`config.mk`:
```
export PLATFORM = sky130hd
export DESIGN_NAME = coin_credit_fsm
export DESIGN_NICKNAME = d
export VERILOG_FILES = /design/src/rtl/coin_credit_fsm.sv
export SDC_FILE = /design/constraint.sdc
export NUM_CORES = 1
export LEC_CHECK = 0
export CORE_AREA = 2 2 39 41
export CTS_CLUSTER_SIZE = 28
export DETAILED_ROUTE_END_ITERATION = 16
export DIE_AREA = 0 0 41 43
export DONT_BUFFER_PORTS = 1
export SLEW_MARGIN = 10
export SYNTH_ARGS = -nofsm -noshare
export SYNTH_HDL_FRONTEND = slang
export SYNTH_SLANG_ARGS = --single-unit
export TNS_END_PERCENT = 10
```
`constraint.sdc`:
```
create_clock -name clk -period 2.7 [get_ports clk]
set_input_delay 0.135 -clock clk [delete_from_list [all_inputs] [get_ports clk]]
set_output_delay 0.135 -clock clk [all_outputs]
set_load 0.005 [all_outputs]
```
`src/rtl/coin_credit_fsm.sv`:
```
module coin_credit_fsm (
  input  logic clk,
  input  logic rst,
  input  logic nickel,
  input  logic dime,
  output logic dispense
);

  localparam int NST = 4;
  localparam logic [NST-1:0] ZERO = 4'b0001;

  logic [NST-1:0] q, q_nx;
  logic n_only, d_only, idle;

  assign n_only = nickel & ~dime;
  assign d_only = dime & ~nickel;
  assign idle   = ~(n_only | d_only);

  always_comb begin
    q_nx[0] = q[0] & idle;
    q_nx[1] = (q[0] & n_only) | (q[1] & idle);
    q_nx[2] = (q[0] & d_only) | (q[1] & n_only) | (q[2] & idle);
    q_nx[3] = (q[1] & d_only) | (q[2] & (n_only | d_only)) | q[3];
    if (!$onehot(q)) q_nx = ZERO;
  end

  always_ff @(posedge clk) begin
    if (rst) q <= ZERO;
    else     q <= q_nx;
  end

  assign dispense = q[3];


  reset_zero_chk: assert property (@(posedge clk) rst |=> (q == ZERO && !dispense));


  zero_dime_chk: assert property (@(posedge clk) disable iff (rst)
    (q[0] && dime && !nickel) |=> q[2]);


  five_dime_chk: assert property (@(posedge clk) disable iff (rst)
    (q[1] && dime && !nickel) |=> dispense);


  ten_coin_chk: assert property (@(posedge clk) disable iff (rst)
    (q[2] && (nickel ^ dime)) |=> dispense);


  idle_hold_chk: assert property (@(posedge clk) disable iff (rst)
    (!nickel && !dime && $onehot(q)) |=> $stable(q));


  both_hold_chk: assert property (@(posedge clk) disable iff (rst)
    (nickel && dime && $onehot(q)) |=> $stable(q));


  sticky_chk: assert property (@(posedge clk) disable iff (rst)
    dispense |=> dispense);

endmodule

```
## After elaboration in Yosys (flattened, before gate mapping)

Index checks and enable logic that the tools add are counted.

| operators by class | value |
|---|---|
| muxes and demuxes | 0 |
| reductions and logical operators | 1 |
| bitwise gates (word level) | 20 |
| multipliers | 0 |
| $lt $le $gt $ge | 0 |
| divide/modulo/power cells | 0 |
| add/sub/neg operators | 3 |
| shift-type cells | 0 |
| equal/unequal tests | 1 |

Operator list:

| operator | number |
|---|---|
| $and 1x1->1 | 10 |
| $or 1x1->1 | 6 |
| $add 1x1->2 | 2 |
| $not 1->1 | 4 |
| $add 2x2->3 | 1 |
| $eq 3x1->1 const B | 1 |
| $reduce_or 2->1 | 1 |

| storage, ports and cells | value |
|---|---|
| RAM bits | 0 |
| word-level logic and storage cells | 26 |
| bits in latches | 0 |
| ROM bits | 0 |
| bits in registers | 4 |
| output and inout bits | 1 |
| memories kept | 0 |
| input port bits | 4 |

## Logic depth before layout (Yosys ltp)

Gate-level depths: netlist (run 1).

| logic depth | value |
|---|---|
| word-level depth | 6 |
| gate-level depth with buffers | 7 |
| gate-level depth less buffers | 7 |

## Worst setup path after synthesis (run 1)

OpenSTA, ideal clock, no wires.

| path | value |
|---|---|
| path kind | register to register |
| start point | register q[3] |
| end point | register q[0] |
| slack | 0.495 ns |
| library setup time | 0.114 ns |
| clock period less this slack | 2.205 ns |
| data required time | 2.586 ns |
| data arrival time | 2.091 ns |
| buffers on the path | 0 |
| stages on the path, launching flop included | 8 |
| cells stage by stage | dfxtp_1 -> inv_1 -> fa_1 -> inv_1 -> ha_1 -> ha_1 -> or4b_4 -> a21o_1 |

| between the ends | value |
|---|---|
| cells in the longest elaborated chain, start to end | 5 |

RTL lines:

| item | line | RTL |
|---|---|---|
| start: declaration | 12 | `logic [NST-1:0] q, q_nx;` |
| start signal: assignment | 29 | `else q <= q_nx;` |
| $add 1x1->2 (implied by the code) | 24 | `if (!$onehot(q)) q_nx = ZERO;` |
| $add 2x2->3 (implied by the code) | 24 |  |
| $eq 3x1->1 | 24 |  |
| $not 1->1 (no source line) | - |  |
| $reduce_or 2->1 (no source line) | - |  |

No other way between the ends.
A chain may end at the register's enable or synchronous reset.

## Worst setup path in the final report (run 1)

Same ends and word-level chain as after synthesis.

==> metrics.cfg, run 1 <==
[status]
status = finished, final reports clean

[floorplanning]
dieArea_um2 = 1760
rows = 14
start_util_pct = 17.7
die_height_um = 43
io_pins = 5
core_um2 = 1380
die_x_um = 41

[drt]
postRouteAntennaNets = 0
wl_per_cell_um = 8.05
vias = 167
drt_wl_total_um = 354
route.detailed.drc = 0
drt-initial-drc-count = 4
dr.pass1.iters = 3
viasPerCell = 3.80

[logic_synthesis]
synth_top_area_share_pct = 32.7
synth-seq-cells = 4
synth_most_common_cell = inv_1
async_flop_share_pct = 0
synth_seq_area_share_pct = 32.7
yosys.area.top_type = dfxtp_1
syn_area_per_cell_um2 = 9.81
synth-edff-count = 0
ys_top_cells_by_count = inv_1, dfxtp_1, ha_1, nor2_1
syn_inst = 25
synth_cell_types = 12
syn-cell-area_um2 = 245
syn_nets = 34
yosys_warnings = 0
synth_area_leaders = dfxtp_1, ha_1, inv_1
ys.flop_type = dfxtp_1

[sta]
hold_viol = 0
tns_ps = 0
worst_slew_pin_slew_ps = 283
grt_setup_unrepaired = false
fmax_ghz = 0.437
maxSlewViolCount = 0
slew_headroom_pct = 81.1
post-route-min-period_ps = 2290
clock_skew_ps = 1.42
finalSetupViolCount = 0
fin_crit_sh_pct = 84.7

[global_routing]
antenna_found_initial = 0
grt_use_total_pct = 6.65
grt_overflow = 0
grt_pass1_wl_um = 641
grt_max_degree = 5
grt_pass1_vias = 152

[clocking]
clk_pin_slew_ps = 30
cts_setup_buffers = 0
cts_max_level = 1
cts_resized = 0
cts_sinks = 4
clock_latency_ps = 230
cts_made_buffers = 3
clock_path_buffers = 2
cts_tree = built
clk_root_buffer_cell = clkbuf_4
holdBufCountCts = 0

[power]
p_sw_uw = 81.4
power_frac_comb_pct = 38.0
ir_drop_mv = 0.392
p_clk_share_pct = 26.9
internal_power_uw = 177
power.leakage_uw = 0.000139
sequentialPowerShare_pct = 35.1
power.density_nw_per_um2 = 897
swShare_pct = 31.6

[finish]
nFillCells = 150
regMostFlops = q
fin_nets = 39
diodes = 0
largest_register_ffs = 4
fin_cells = 44
area_growth_pct = 17.3
drive_gt1_share_pct = 17.9
design_area_um2 = 288
reg_top3 = q (4)

[critical_path]
cp_cell_sequence = inv_1 > fa_1 > inv_1 > ha_1 > ha_1 > or4b_4 > a21o_1
cp.required_ps = 2820
setup.worst_path.start_class = register
cp_num_buf_inv = 2
worstSetupEndpointType = register
cp_max_fo = 4
slowest_delay_ps = 570
cp.arrival_ps = 2400
cp_top_family = adder cells
setup.worst_path.class = reg2reg
cp_slowest_cell = or4b_4

[placement]
dp.cells = 41
gp_congestion = 0.639
dpl_cell_area_um2 = 265
dpl.hpwl_um = 307
io_buffers = 0

[flow_run]
maxCapViolCount = 0

[worst_hold_path]
hold_path_class = in2reg

## placed cells by master, fill, tap and decap left out
cell      count
inv_1         7
nand2_1       1
nor2_1        2
a21o_1        1
nand2b_1      1
a31oi_2       1
ha_1          4
dfxtp_1       4
clkbuf_4      3
fa_1          1
or4b_4        1
a222oi_1      1
a22oi_1       1
## path summary, 6_finish.rpt
| kind | startpoint | to | slack, ps | depth (start not counted) |
|---|---|---|---|---|
| worst max register to register | q[3] | q[0] | 410 | 7 |
| worst min register to register | q[0] | q[0] | 500 | 1 |
| worst max-delay path | q[3] | q[0] | 410 | 7 |
| worst min-delay path | rst | q[3] | 120 | 2 |
## cell type report
type,count,area [µm²],area share [%]
Clock buffer,3,22.5,7.83
Multi-Input combinational cell,14,139,48.3
Sequential cell,4,80.1,27.8
Inverter,7,26.3,9.13
Tap cell,16,20.0,6.96
## layer usage
metal,track usage (%),vias to the layer above,routed length (µm)
met5,0,-,0
met4,6.00,0,0
met1,6.17,73,146
li1,-,90,-
met2,7.19,4,174
met3,7.85,0,32
## through the flow
stage	util (%)	total power (µW)	hold slack (ps)	setup slack, ps
6_report	20.8	258	116	413
2_1_floorplan	-	171	332	495
4_1_cts	20.8	266	105	392
3_5_place_dp	19.2	192	351	395
5_1_grt	20.8	293	100	313
3_3_place_gp	19.2	188	353	416
## worst reg2reg max path, cell delays in order, from the launching register on
cell	delay, ps
dfxtp_1	340
inv_1	90
fa_1	540
inv_1	40
ha_1	170
ha_1	270
or4b_4	570
a21o_1	170
## kinds of logic (layout without fill, tap and decap cells)
kind of cell    count (synthesis)  after routing  share of synthesized area, %
buf+inv                         7             10                          10.7
fa+ha+maj                       5              5                          28.6
simple gates                    5              5                          12.8
compound gates                  4              4                          15.3
flops                           4              4                          32.7
## power groups by stage
stage / clock network, µW / logic [µW] / registers [µW]
finish: 69.5 / 98.1 / 90.4
global route: 82.9 / 116 / 93.9
detailed placement: 0 / 101 / 91.2
CTS: 74.8 / 101 / 90.6
global placement: 0 / 96.2 / 91.6
floorplan: 0 / 82.4 / 88.2
Note: power is estimated with default switching activity, not from simulation.
==> inputs of run 2 (changes only) <==
==> constraint.sdc (replaced) <==
create_clock -name clk -period 2.37 [get_ports clk]
set_input_delay 0.1185 -clock clk [delete_from_list [all_inputs] [get_ports clk]]
set_output_delay 0.1185 -clock clk [all_outputs]
set_load 0.005 [all_outputs]
==> metrics.cfg, run 2 (synthesis gave the netlist of run 1 again) <==
[power]
power.leakage_uw = 0.000144  ; +3.7%
sequentialPowerShare_pct = 35.0  ; about the same
p_sw_uw = 93.6  ; +15%
power_frac_comb_pct = 38.4  ; +0.4 points
swShare_pct = 31.2  ; -0.31 points
p_clk_share_pct = 26.6  ; -0.3 points
ir_drop_mv = 0.399  ; +1.9%
internal_power_uw = 206  ; +17%
power.density_nw_per_um2 = 1010  ; +13%

[floorplanning]
die_height_um = 43  ; unchanged
dieArea_um2 = 1760  ; unchanged
rows = 14  ; unchanged
die_x_um = 41  ; unchanged
io_pins = 5  ; unchanged
start_util_pct = 17.7  ; unchanged
core_um2 = 1380  ; unchanged

[global_routing]
grt_overflow = 0  ; unchanged
antenna_found_initial = 0  ; unchanged
grt_max_degree = 5  ; unchanged
grt_use_total_pct = 6.43  ; -0.22 points
grt_pass1_wl_um = 683  ; +6.6%
grt_pass1_vias = 185  ; +22%

[finish]
multiInputGateArea_um2 = 139  ; unchanged
layout_common_cells = inv_1, ha_1, clkbuf_4, dfxtp_1, nor2_1
final_common_cell = inv_1
regMostFlops = q
ff_latch_area_um2 = 81.3  ; +1.6%
reg_top3 = q (4)
area_growth_pct = 20.9
fin_cells = 45  ; +2.3%
drive_gt1_share_pct = 24.1  ; +6.3 points
design_area_um2 = 297  ; +3.0%
fin_nets = 40  ; +2.6%
nFillCells = 152  ; +1.3%
diodes = 0  ; unchanged
largest_register_ffs = 4  ; unchanged

[drt]
viasPerCell = 4.07  ; +7.1%
wl_per_cell_um = 8.09  ; +0.54%
drt-initial-drc-count = 3  ; -1
route.detailed.drc = 0  ; unchanged
postRouteAntennaNets = 0  ; unchanged
dr.pass1.iters = 4  ; +1
drt_wl_total_um = 364  ; +2.8%
vias = 183  ; +9.6%

[placement]
io_buffers = 0  ; unchanged
gp_congestion = 0.726  ; +14%
dp.cells = 42  ; +2.4%
dpl.hpwl_um = 316  ; +2.8%
dpl_cell_area_um2 = 273  ; +2.8%

[sta]
post-route-min-period_ps = 2270  ; -20.3 ps
slew_headroom_pct = 82.1  ; +1.0 points
tns_ps = 0  ; unchanged
maxSlewViolCount = 0  ; unchanged
hold_viol = 0  ; unchanged
fin_crit_sh_pct = 95.6  ; +11 points
fmax_ghz = 0.441  ; +0.89%
worst_slew_pin_slew_ps = 268  ; -15.5 ps
finalSetupViolCount = 0  ; unchanged
grt_setup_unrepaired = false
clock_skew_ps = 3.89  ; +2.47 ps

[clocking]
cts_made_buffers = 3  ; unchanged
cts_tree = built
clock_latency_ps = 230  ; about the same
clock_path_buffers = 2  ; unchanged
clk_root_buffer_cell = clkbuf_4
holdBufCountCts = 0  ; unchanged
clk_pin_slew_ps = 40  ; about the same
cts_resized = 0  ; unchanged
cts_sinks = 4  ; unchanged
cts_setup_buffers = 0  ; unchanged
cts_max_level = 1  ; unchanged

[worst_hold_path]
hold_path_class = in2reg

[flow_run]
maxCapViolCount = 0  ; unchanged

[critical_path]
setup.worst_path.start_class = register
cp.arrival_ps = 2380  ; -20 ps
cp.required_ps = 2480  ; -340 ps
worstSetupEndpointType = register
cp_max_fo = 4  ; unchanged
setup.worst_path.class = reg2reg

[status]
status = finished, final reports clean

==> run 2: power by group through the flow <==
stage | logic [µW] | clock network, µW | registers (µW)
after CTS | 121 | 85.6 | 103
after floorplan | 93.8 | 0 | 100
after global placement | 113 | 0 | 104
after detailed placement | 120 | 0 | 104
final | 115 | 79.6 | 105
after global routing | 139 | 90.9 | 109
==> run 2: per-stage QoR <==
stage	power [µW]	worst slack (ps)	hold slack (ps)	utilization, %
finish	300	104	92.1	21.4
global route	338	11.7	87.5	21.4
CTS	309	79.0	83.2	21.3
detailed placement	224	84.7	330	19.7
global placement	217	123	331	19.7
floorplan	194	165	315	-
==> run 2: final timing paths <==
path              slack (ps)  start  cells after the start  endpoint
setup / recovery         100   q[3]                      7      q[0]
hold / removal            90    rst                      2      q[3]
setup reg to reg         100   q[3]                      7      q[0]
hold reg to reg          470   q[0]                      1      q[0]
==> run 2: per-layer routing <==
layer  vias up  track usage [%]  share of wire [%]
li1         92                -                  -
met4         0             2.00                  0
met1        87             7.07                 42
met5         -                0                  0
met3         0             7.85                9.1
met2         4             7.50                 49
==> run 2: layout make-up <==
type                            instances  area share (%)
Clock buffer                            3            7.59
Timing Repair Buffer                    1            2.53
Multi-Input combinational cell         14            46.8
Inverter                                7            8.86
Sequential cell                         4            27.4
Tap cell                               16            6.75
==> run 2: critical path, cell delays in order (launching register included) <==
cell and delay [ps]:
dfxtp_1 320, inv_1 80, fa_1 540, inv_1 40, ha_1 170, ha_1 270, or4b_4 570, a21o_1 170
==> inputs of run 3 (changes only) <==
==> constraint.sdc (replaced) <==
create_clock -name clk -period 2.4 [get_ports clk]
set_input_delay 0.12 -clock clk [delete_from_list [all_inputs] [get_ports clk]]
set_output_delay 0.12 -clock clk [all_outputs]
set_load 0.005 [all_outputs]
==> metrics.cfg, run 3 (synthesis gave the netlist of run 1 again) <==
[floorplanning]
dieArea_um2 = 1760  ; unchanged
die_height_um = 43  ; unchanged
rows = 14  ; unchanged
core_um2 = 1380  ; unchanged
start_util_pct = 17.7  ; unchanged
io_pins = 5  ; unchanged
die_x_um = 41  ; unchanged

[finish]
layout_common_cells = inv_1, ha_1, dfxtp_1
fin_cells = 45  ; unchanged
diodes = 0  ; unchanged
area_growth_pct = 20.4
fin_nets = 40  ; unchanged
largest_register_ffs = 4  ; unchanged
final_common_cell = inv_1
regMostFlops = q
reg_top3 = q (4)
nFillCells = 153  ; +0.66%
drive_gt1_share_pct = 20.7  ; -3.4 points

[sta]
fmax_ghz = 0.440  ; -0.20%
tns_ps = 0  ; unchanged
maxSlewViolCount = 0  ; unchanged
grt_setup_unrepaired = false
slew_headroom_pct = 82.1  ; unchanged
clock_skew_ps = 3.89  ; unchanged
finalSetupViolCount = 0  ; unchanged
hold_viol = 0  ; unchanged
worst_slew_pin_slew_ps = 268  ; unchanged
fin_crit_sh_pct = 94.6  ; -1.0 points
post-route-min-period_ps = 2270  ; +4.64 ps

[placement]
gp_congestion = 0.726  ; unchanged
dpl.hpwl_um = 316  ; unchanged
dp.cells = 42  ; unchanged
io_buffers = 0  ; unchanged

[clocking]
cts_resized = 0  ; unchanged
clock_path_buffers = 2  ; unchanged
cts_setup_buffers = 0  ; unchanged
clk_root_buffer_cell = clkbuf_4
cts_tree = built
holdBufCountCts = 0  ; unchanged
clk_pin_slew_ps = 40  ; about the same
cts_made_buffers = 3  ; unchanged
clock_latency_ps = 230  ; about the same
cts_max_level = 1  ; unchanged
cts_sinks = 4  ; unchanged

[status]
status = finished, final reports clean

[global_routing]
grt_max_degree = 5  ; unchanged
antenna_found_initial = 0  ; unchanged
grt_pass1_wl_um = 683  ; unchanged
grt_use_total_pct = 6.43  ; unchanged
grt_overflow = 0  ; unchanged
grt_pass1_vias = 185  ; unchanged

[critical_path]
cp.required_ps = 2520  ; +40 ps
crit-reg2reg-launch = q[0]
cp_cell_sequence = inv_1 > fa_1 > inv_1 > ha_1 > ha_1 > or4b_4 > a21o_1
cp_num_buf_inv = 2  ; unchanged
cp_top_family = adder cells
cp_max_fo = 4  ; unchanged
setup.worst_path.start_class = register
slowest_delay_ps = 570  ; about the same
cp_slowest_cell = or4b_4
r2r_setup_slack_ps = 130  ; +30 ps
worstSetupEndpointType = register
cp.arrival_ps = 2390  ; about the same
r2r_end = q[0]
setup.worst_path.class = reg2reg
r2r_cells = 7  ; unchanged

[flow_run]
maxCapViolCount = 0  ; unchanged

[power]
ir_drop_mv = 0.391  ; -2.1%
power.density_nw_per_um2 = 998  ; -1.3%
power.leakage_uw = 0.000144  ; +0.22%

[drt]
viasPerCell = 4.07  ; unchanged
drt-initial-drc-count = 3  ; unchanged
dr.pass1.iters = 4  ; unchanged
drt_wl_total_um = 364  ; unchanged
wl_per_cell_um = 8.09  ; unchanged
vias = 183  ; unchanged
postRouteAntennaNets = 0  ; unchanged
route.detailed.drc = 0  ; unchanged

[worst_hold_path]
worstHoldStart = rst
hold_path_depth = 2  ; unchanged
hold_end = q[3]
hold_path_class = in2reg

==> run 3: cell count changes in the layout (fill, tap and decap cells not counted) <==
cell     delta
dfxtp_1     +1
dfxtp_2     -1
==> run 3: report_power, final <==
| part | switching [µW] | internal [µW] | leakage (µW) |
|---|---|---|---|
| clock | 23.0 | 55.6 | 0.0000138 |
| sequential | 16.3 | 86.0 | 0.0000327 |
| combinational | 53.1 | 60.6 | 0.0000975 |
| total | 92.5 | 202 | 0.000144 |
==> run 3: worst max-delay path by stage <==
stage | from | endpoint | cells after the start
floorplan | q[3] | q[0] | 7
global placement | q[3] | q[0] | 7
detailed placement | q[0] | q[0] | 7
CTS | q[3] | q[0] | 7
finish | q[0] | q[0] | 7
global route | q[0] | q[0] | 7
==> run 3: area by class of cell <==
type | instances | area [µm²] | area share (%)
sequential | 4 | 80.1 | 27.1
tap | 16 | 20.0 | 6.78
timing repair buffer | 1 | 7.51 | 2.54
multi-input combinational | 14 | 139 | 47.0
inverter | 7 | 26.3 | 8.90
clock buffer | 3 | 22.5 | 7.63
==> run 3: stage by stage <==
step	hold slack [ps]	setup slack, ps	util [%]	total power [µW]	instance area [µm²]
4_1_cts	84.7	109	21.3	305	295
3_3_place_gp	332	153	19.7	214	273
5_1_grt	89.0	8.91	21.3	332	295
3_5_place_dp	332	115	19.7	221	273
6_report	93.6	129	21.3	295	295
2_1_floorplan	317	195	-	192	245
==> run 3: layer usage <==
layer	vias to the layer above	global-route usage, %	share of wire [%]
li1	92	-	-
met5	-	0	0
met2	4	7.50	49
met3	0	7.85	9.1
met4	0	2.00	0
met1	87	7.07	42
